==> src/rtl/nvm_pkg.sv <==
package nvm_pkg;

  typedef enum logic [1:0] {
    PH_IDLE  = 2'd0,
    PH_ERASE = 2'd1,
    PH_PROG  = 2'd2
  } nvm_phase_e;

  // strobes from control to datapath, one cycle each
  typedef struct packed {
    logic latch;   // capture target, erase byte, consume one wear count
    logic commit;  // program latched byte into latched address
    logic refuse;  // write refused for wear, raise sticky error
  } nvm_strobe_t;

  localparam logic [7:0] ERASED_BYTE = 8'hFF;

endpackage

==> src/rtl/nvm_ctrl.sv <==
module nvm_ctrl
  import nvm_pkg::*;
#(
  parameter int ERASE_CYC = 62500,
  parameter int PROG_CYC  = 62500
) (
  input  logic        clk,
  input  logic        rstN,
  input  logic        cpuSel,
  input  logic        cpuWrite,
  input  logic        progPowerEn,
  input  logic        wornOut,
  output nvm_strobe_t strb,
  output logic        busy
);

  localparam int MAX_CYC  = (ERASE_CYC > PROG_CYC) ? ERASE_CYC : PROG_CYC;
  localparam int TMR_W    = $clog2(MAX_CYC) + 1;
  localparam int TOTAL    = ERASE_CYC + PROG_CYC;
  localparam int LEN_W    = $clog2(TOTAL + 1) + 1;

  nvm_phase_e phase;
  logic [TMR_W-1:0] timer;
  logic writeReq;
  logic timerDone;

  assign writeReq  = cpuSel && cpuWrite && progPowerEn && (phase == PH_IDLE);
  assign timerDone = (timer == '0);

  always_comb begin
    strb        = '0;
    strb.latch  = writeReq && !wornOut;
    strb.refuse = writeReq && wornOut;
    strb.commit = (phase == PH_PROG) && timerDone;
  end

  always_ff @(posedge clk) begin
    if (!rstN) begin
      phase <= PH_IDLE;
      timer <= '0;
    end else begin
      unique case (phase)
        PH_IDLE: begin
          if (strb.latch) begin
            phase <= PH_ERASE;
            timer <= TMR_W'(ERASE_CYC - 1);
          end
        end
        PH_ERASE: begin
          if (timerDone) begin
            phase <= PH_PROG;
            timer <= TMR_W'(PROG_CYC - 1);
          end else begin
            timer <= timer - 1'b1;
          end
        end
        PH_PROG: begin
          if (timerDone) begin
            phase <= PH_IDLE;
          end else begin
            timer <= timer - 1'b1;
          end
        end
        default: phase <= PH_IDLE;
      endcase
    end
  end

  assign busy = (phase != PH_IDLE);

  // length of current busy run, used only by the checks below
  logic [LEN_W-1:0] busyLen;
  always_ff @(posedge clk) begin
    if (!rstN) busyLen <= '0;
    else if (busy) busyLen <= busyLen + 1'b1;
    else busyLen <= '0;
  end

  p_busy_len_r2: assert property (@(posedge clk) disable iff (!rstN)
    $fell(busy) |-> (busyLen == LEN_W'(TOTAL)));

  p_end_by_commit_r3: assert property (@(posedge clk) disable iff (!rstN)
    $fell(busy) |-> $past(strb.commit));

  p_no_accept_busy_r6: assert property (@(posedge clk) disable iff (!rstN)
    busy |-> !strb.latch && !strb.refuse);

  p_power_gate_r7: assert property (@(posedge clk) disable iff (!rstN)
    $rose(busy) |-> $past(progPowerEn) && $past(cpuSel && cpuWrite));

endmodule

==> src/rtl/nvm_datapath.sv <==
module nvm_datapath
  import nvm_pkg::*;
#(
  parameter int ADDR_W    = 6,
  parameter int ENDURANCE = 10000
) (
  input  logic              clk,
  input  logic              rstN,
  input  logic              cpuSel,
  input  logic              cpuWrite,
  input  logic [ADDR_W-1:0] cpuAddr,
  input  logic [7:0]        cpuWdata,
  input  nvm_strobe_t       strb,
  output logic              wornOut,
  output logic [7:0]        rdData,
  output logic              wearError
);

  localparam int DEPTH  = 1 << ADDR_W;
  localparam int WEAR_W = $clog2(ENDURANCE + 1);

  logic [7:0]        memArr  [DEPTH];
  logic [WEAR_W-1:0] wearCnt [DEPTH];
  logic [ADDR_W-1:0] tgtAddr;
  logic [7:0]        tgtData;

  assign wornOut = (wearCnt[cpuAddr] >= WEAR_W'(ENDURANCE));

  always_ff @(posedge clk) begin
    if (!rstN) begin
      tgtAddr <= '0;
      tgtData <= ERASED_BYTE;
    end else if (strb.latch) begin
      tgtAddr <= cpuAddr;
      tgtData <= cpuWdata;
    end
  end

  for (genvar gi = 0; gi < DEPTH; gi++) begin : g_loc
    logic hitNew;
    logic hitOld;
    assign hitNew = strb.latch && (cpuAddr == ADDR_W'(gi));
    assign hitOld = strb.commit && (tgtAddr == ADDR_W'(gi));

    always_ff @(posedge clk) begin
      if (!rstN) begin
        memArr[gi]  <= ERASED_BYTE;
        wearCnt[gi] <= '0;
      end else begin
        if (hitNew) begin
          memArr[gi]  <= ERASED_BYTE;
          wearCnt[gi] <= wearCnt[gi] + 1'b1;
        end else if (hitOld) begin
          memArr[gi]  <= tgtData;
        end
      end
    end
  end

  always_ff @(posedge clk) begin
    if (!rstN) rdData <= ERASED_BYTE;
    else if (cpuSel && !cpuWrite) rdData <= memArr[cpuAddr];
  end

  always_ff @(posedge clk) begin
    if (!rstN) wearError <= 1'b0;
    else if (strb.refuse) wearError <= 1'b1;
  end

  p_erase_first_r4: assert property (@(posedge clk) disable iff (!rstN)
    strb.latch |=> (memArr[tgtAddr] == ERASED_BYTE));

  p_wear_limit_r8: assert property (@(posedge clk) disable iff (!rstN)
    strb.latch |-> (wearCnt[cpuAddr] < WEAR_W'(ENDURANCE)));

  p_error_sticky_r9: assert property (@(posedge clk) disable iff (!rstN)
    wearError |=> wearError);

endmodule

==> src/rtl/nvm_byte_store.sv <==
module nvm_byte_store
  import nvm_pkg::*;
#(
  parameter int ADDR_W    = 6,
  parameter int ERASE_CYC = 62500,
  parameter int PROG_CYC  = 62500,
  parameter int ENDURANCE = 10000
) (
  input  logic              clk,
  input  logic              rstN,
  input  logic              cpuSel,
  input  logic              cpuWrite,
  input  logic [ADDR_W-1:0] cpuAddr,
  input  logic [7:0]        cpuWdata,
  input  logic              progPowerEn,
  output logic [7:0]        rdData,
  output logic              busy,
  output logic              wearError
);

  nvm_strobe_t strb;
  logic wornOut;

  nvm_ctrl #(
    .ERASE_CYC(ERASE_CYC),
    .PROG_CYC (PROG_CYC)
  ) i_ctrl (
    .clk        (clk),
    .rstN       (rstN),
    .cpuSel     (cpuSel),
    .cpuWrite   (cpuWrite),
    .progPowerEn(progPowerEn),
    .wornOut    (wornOut),
    .strb       (strb),
    .busy       (busy)
  );

  nvm_datapath #(
    .ADDR_W   (ADDR_W),
    .ENDURANCE(ENDURANCE)
  ) i_datapath (
    .clk      (clk),
    .rstN     (rstN),
    .cpuSel   (cpuSel),
    .cpuWrite (cpuWrite),
    .cpuAddr  (cpuAddr),
    .cpuWdata (cpuWdata),
    .strb     (strb),
    .wornOut  (wornOut),
    .rdData   (rdData),
    .wearError(wearError)
  );

  p_read_hold_r10: assert property (@(posedge clk) disable iff (!rstN)
    !$past(cpuSel && !cpuWrite) |-> $stable(rdData));

endmodule

==> config.mk <==
export PLATFORM = sky130hd
export DESIGN_NAME = nvm_byte_store
export DESIGN_NICKNAME = d
export VERILOG_FILES = /design/src/rtl/nvm_pkg.sv /design/src/rtl/nvm_ctrl.sv /design/src/rtl/nvm_datapath.sv /design/src/rtl/nvm_byte_store.sv
export SDC_FILE = /design/constraint.sdc
export NUM_CORES = 2
export LEC_CHECK = 0
export ABC_AREA = 1
export BUFFER_PORTS_ARGS = -buffer_cell sky130_fd_sc_hd__clkbuf_2
export CORE_MARGIN = 10
export CORE_UTILIZATION = 50
export DETAILED_ROUTE_END_ITERATION = 10
export PLACE_DENSITY_LB_ADDON = 0.08
export SYNTH_ARGS = -nofsm -noshare
export SYNTH_HDL_FRONTEND = slang
export SYNTH_SLANG_ARGS = --single-unit
==> constraint.sdc <==
create_clock -name clk -period 4.6 [get_ports clk]
set_input_delay 0.69 -clock clk [delete_from_list [all_inputs] [get_ports clk]]
set_output_delay 0.69 -clock clk [all_outputs]
set_load 0.01 [all_outputs]
==> flow_metrics.py <==
metrics = {
    "die": {
        "coreArea_mm2": 0.155,
        "die-area_mm2": 0.172,
        "rows": 144,
        "initial_core_util_pct": 50.5,
        "die_y_um": 415,
        "ios": 29,
        "die_w_um": 415,
    },
    "clock_network": {
        "clock_sinks": 1450,
        "clockRootBuffer": "clkbuf_16",
        "hold_buffers": 0,
        "cts.htree.levels": 4,
        "cts_resized": 0,
        "path_clk_slew_ns": 0.06,
        "cts-buffers-inserted": 163,
        "clock_latency_ns": 0.82,
        "cts_buffer_depth": 3,
        "post_cts_buffers": 0,
        "cts_tree": "done",
    },
    "synthesis": {
        "yosys.area_share.simple_pct": 25.8,
        "yosysTopAreaCell": "edfxtp_1",
        "synth_flop_cell": "edfxtp_1",
        "synth_compound_area_share_pct": 5.56,
        "synth_top_family_by_area": "simple AND/OR/NAND/NOR gates",
        "synth_common_cells": "nand2_1 (1659), edfxtp_1 (1408), nor2_1 (1401), inv_1 (649), nand4_1 (629)",
        "synth_xor_area_share_pct": 6.86,
        "yosys.area.top_type_share_pct": 54.2,
        "synthAdderAreaFrac_pct": 1.12,
        "synth.area.mux_share_pct": 0,
        "netlist_area_mm2": 0.0780,
        "synthArstFlopShare_pct": 0,
        "yosysSeqAreaShare_pct": 55.3,
        "synth-edff-count": 1408,
        "netlist-cell-type-count": 45,
        "syn_nets": 8483,
        "synth_cells": 8394,
        "yosys_warnings": 0,
        "synthTopCellsByArea": "edfxtp_1 (54%), nand2_1 (8.0%), nor2_1 (6.7%), nand4_1 (5.0%), xor2_1 (4.8%)",
        "syn_avg_cell_area_um2": 9.29,
        "synth.most_common_cell": "nand2_1",
        "ys_seq_elements": 1450,
    },
    "placement": {
        "port_buffers": 28,
        "placed_area_mm2": 0.0850,
        "place_hpwl_um": 168000,
        "place_congestion": 0.919,
    },
    "routing": {
        "drc": 0,
        "drtAntennaViolNets": 0,
        "vias": 63061,
        "drt_wl_total_um": 239000,
        "via_per_inst": 5.78,
        "drt_iter0_markers": 7242,
        "drtPass1Iterations": 5,
        "detail_route.wl_per_cell_um": 21.9,
    },
    "job": {
        "drv_cap": 0,
    },
    "min_path": {
        "min_path_type": "in2reg",
    },
    "timing": {
        "tightest_slew_ns": 1.13,
        "period_share_pct": 88.6,
        "hold_viol": 0,
        "finalMaxSlewViolations": 0,
        "slew_headroom_pct": 24.4,
        "whs_ns": 0.110,
        "fin_worst_skew_ns": 0.0333,
        "period_needed_ns": 4.08,
        "setup_viol": 0,
        "finalSetupTns_ns": 0,
        "rsz0062_at_grt": "no",
        "fmax_ghz": 0.245,
    },
    "critical_path": {
        "critPathLaunch": "cpuAddr[1]",
        "cp_max_fo": 14,
        "cp_top_family": "simple AND/OR/NAND/NOR gates",
        "critPathMaxStageDelay_ns": 0.51,
        "regToRegSetupSlack_ns": 0.82,
        "r2r_cells": 17,
        "path_depth": 21,
        "crit_end": "i_datapath.wearCnt[53][13]",
        "crit_chain": "buf_4 -> inv_4 -> nand2_4 -> buf_4 -> buf_4 -> nor2_1 -> a21oi_1 -> nand2_1 -> nand2_1 -> nand2_1 -> o21ai_0 -> nand3_1 -> nor2_1 -> nand2_1 -> nand3_2 -> nand3_4 -> buf_4 -> nor2_4 -> nand2_1 -> nand2_1 -> buf_12",
        "startpoint_type": "input port",
        "critPathSlowestCell": "o21ai_0",
        "crit_required_ns": 5.11,
        "path_class": "in2reg",
        "end_kind": "flop",
        "crit_path_frequent_cell": "nand2_1",
        "arrival_ns": 4.58,
        "r2r_start": "i_ctrl.timer[0]",
        "r2r-end": "i_datapath.memArr[5][3]",
        "worst-path-buf-inv": 6,
    },
    "global_route": {
        "grt_pass1_vias": 60139,
        "antenna_found_initial": 6,
        "grt_max_degree": 150,
        "grt_overflow_total": 0,
        "grt_first_pass_wirelength_um": 362000,
        "grtUsageTotal_pct": 26.9,
    },
    "finish": {
        "drive_gt1_share_pct": 10.8,
        "n_fill_cell": 13602,
        "area_delta_synth_final_pct": 15.4,
        "multi_input_area_mm2": 0.0308,
        "final_util_pct": 58.3,
        "nets": 8811,
        "regArea_mm2": 0.0431,
        "finalInstanceArea_mm2": 0.0901,
    },
    "status": {
        "status": "completed",
    },
    "power": {
        "ir_worst_vdd_mv": 0.374,
        "power_density_mw_per_mm2": 345,
        "leakage_nw": 32.1,
        "finalPower_mw": 31.1,
    },
}
[placed cells by master, fill, tap and decap left out, drive strengths merged, types with 5 or more instances in the layout]
| master | instances |
|---|---|
| a21oi | 283 |
| nand2 | 1661 |
| xnor2 | 181 |
| o211ai | 10 |
| nor3 | 135 |
| dfxtp | 42 |
| clkbuf | 240 |
| nor4b | 5 |
| inv | 665 |
| clkinv | 67 |
| nor2 | 1408 |
| a22oi | 259 |
| nor4 | 42 |
| bufinv | 9 |
| buf | 543 |
| nor3b | 10 |
| o22ai | 7 |
| nand3b | 77 |
| ha | 70 |
| xor2 | 430 |
| and3 | 8 |
| nand4 | 629 |
| edfxtp | 1408 |
| o21ai | 142 |
| or2 | 57 |
| nand3 | 446 |
[worst register-to-register path: cells and delay by family, from the launching register on]
kind                     cells  cell delay (ns)
AND/OR/NAND/NOR             12             2.31
buffers and inverters        4             0.65
adder cells (fa/ha/maj)      1             0.21
flip-flops                   1             0.31
[registers in the layout (all words and copies together), names as in the netlist]
name                  cells
i_ctrl.phase              2
i_ctrl.timer             17
i_datapath.memArr       512
i_datapath.rdData         8
i_datapath.tgtAddr        6
i_datapath.tgtData        8
i_datapath.wearCnt      896
i_datapath.wearError      1
[report_power, final]
group	total (mW)	internal [mW]	switching (mW)
clock network	12.6	7.19	5.46
logic	3.29	1.04	2.24
registers	15.2	14.8	0.369
total	31.1	23.0	8.07
[logic make-up after synthesis]
kind of cell | after synthesis
and+or+nand+nor | 4479
DFF | 1450
buffers and inverters | 1065
AOI/OAI and AO/OA | 719
xor gates and xnor gates | 611
adders and majority gates | 70
[how the worst min path moves through the flow]
stage	from	to	slack, ns	cells past startpoint
global route	cpuWdata[1]	i_datapath.tgtData[1]	0.09	3
finish	cpuWdata[3]	i_datapath.tgtData[3]	0.11	3
detailed placement	i_datapath.rdData[5]	i_datapath.rdData[5]	0.47	2
global placement	i_datapath.rdData[5]	i_datapath.rdData[5]	0.46	2
CTS	cpuWdata[7]	i_datapath.tgtData[7]	0.07	3
floorplan	i_datapath.tgtAddr[3]	i_datapath.tgtAddr[3]	0.47	2
[stage by stage]
step	std cells	setup WS, ns
floorplan	8394	1.12
global route	10900	0.421
finish	10901	0.524
global placement	10601	-0.359
detailed placement	10601	-0.307
CTS	10898	0.545
[per-layer routing]
layer / vias to the layer above / track usage, % / part of all wire, %
met1: 30275 / 37.7 / 42
met3: 487 / 4.66 / 8.8
met5: - / 0 / 0.0096
met2: 2659 / 41.3 / 44
li1: 29636 / - / -
met4: 4 / 11.3 / 4.5
[final cells by class]
type / instances / area share (%)
diodes: 3 / 0.00834
repair buffers: 569 / 6.73
well taps: 2044 / 2.84
inverters: 659 / 2.76
flip-flops and latches: 1450 / 47.9
clock buffers: 214 / 4.85
multi-input cells: 5879 / 34.2
clock inverters: 83 / 0.775
Power figures use the tool's default switching activity.
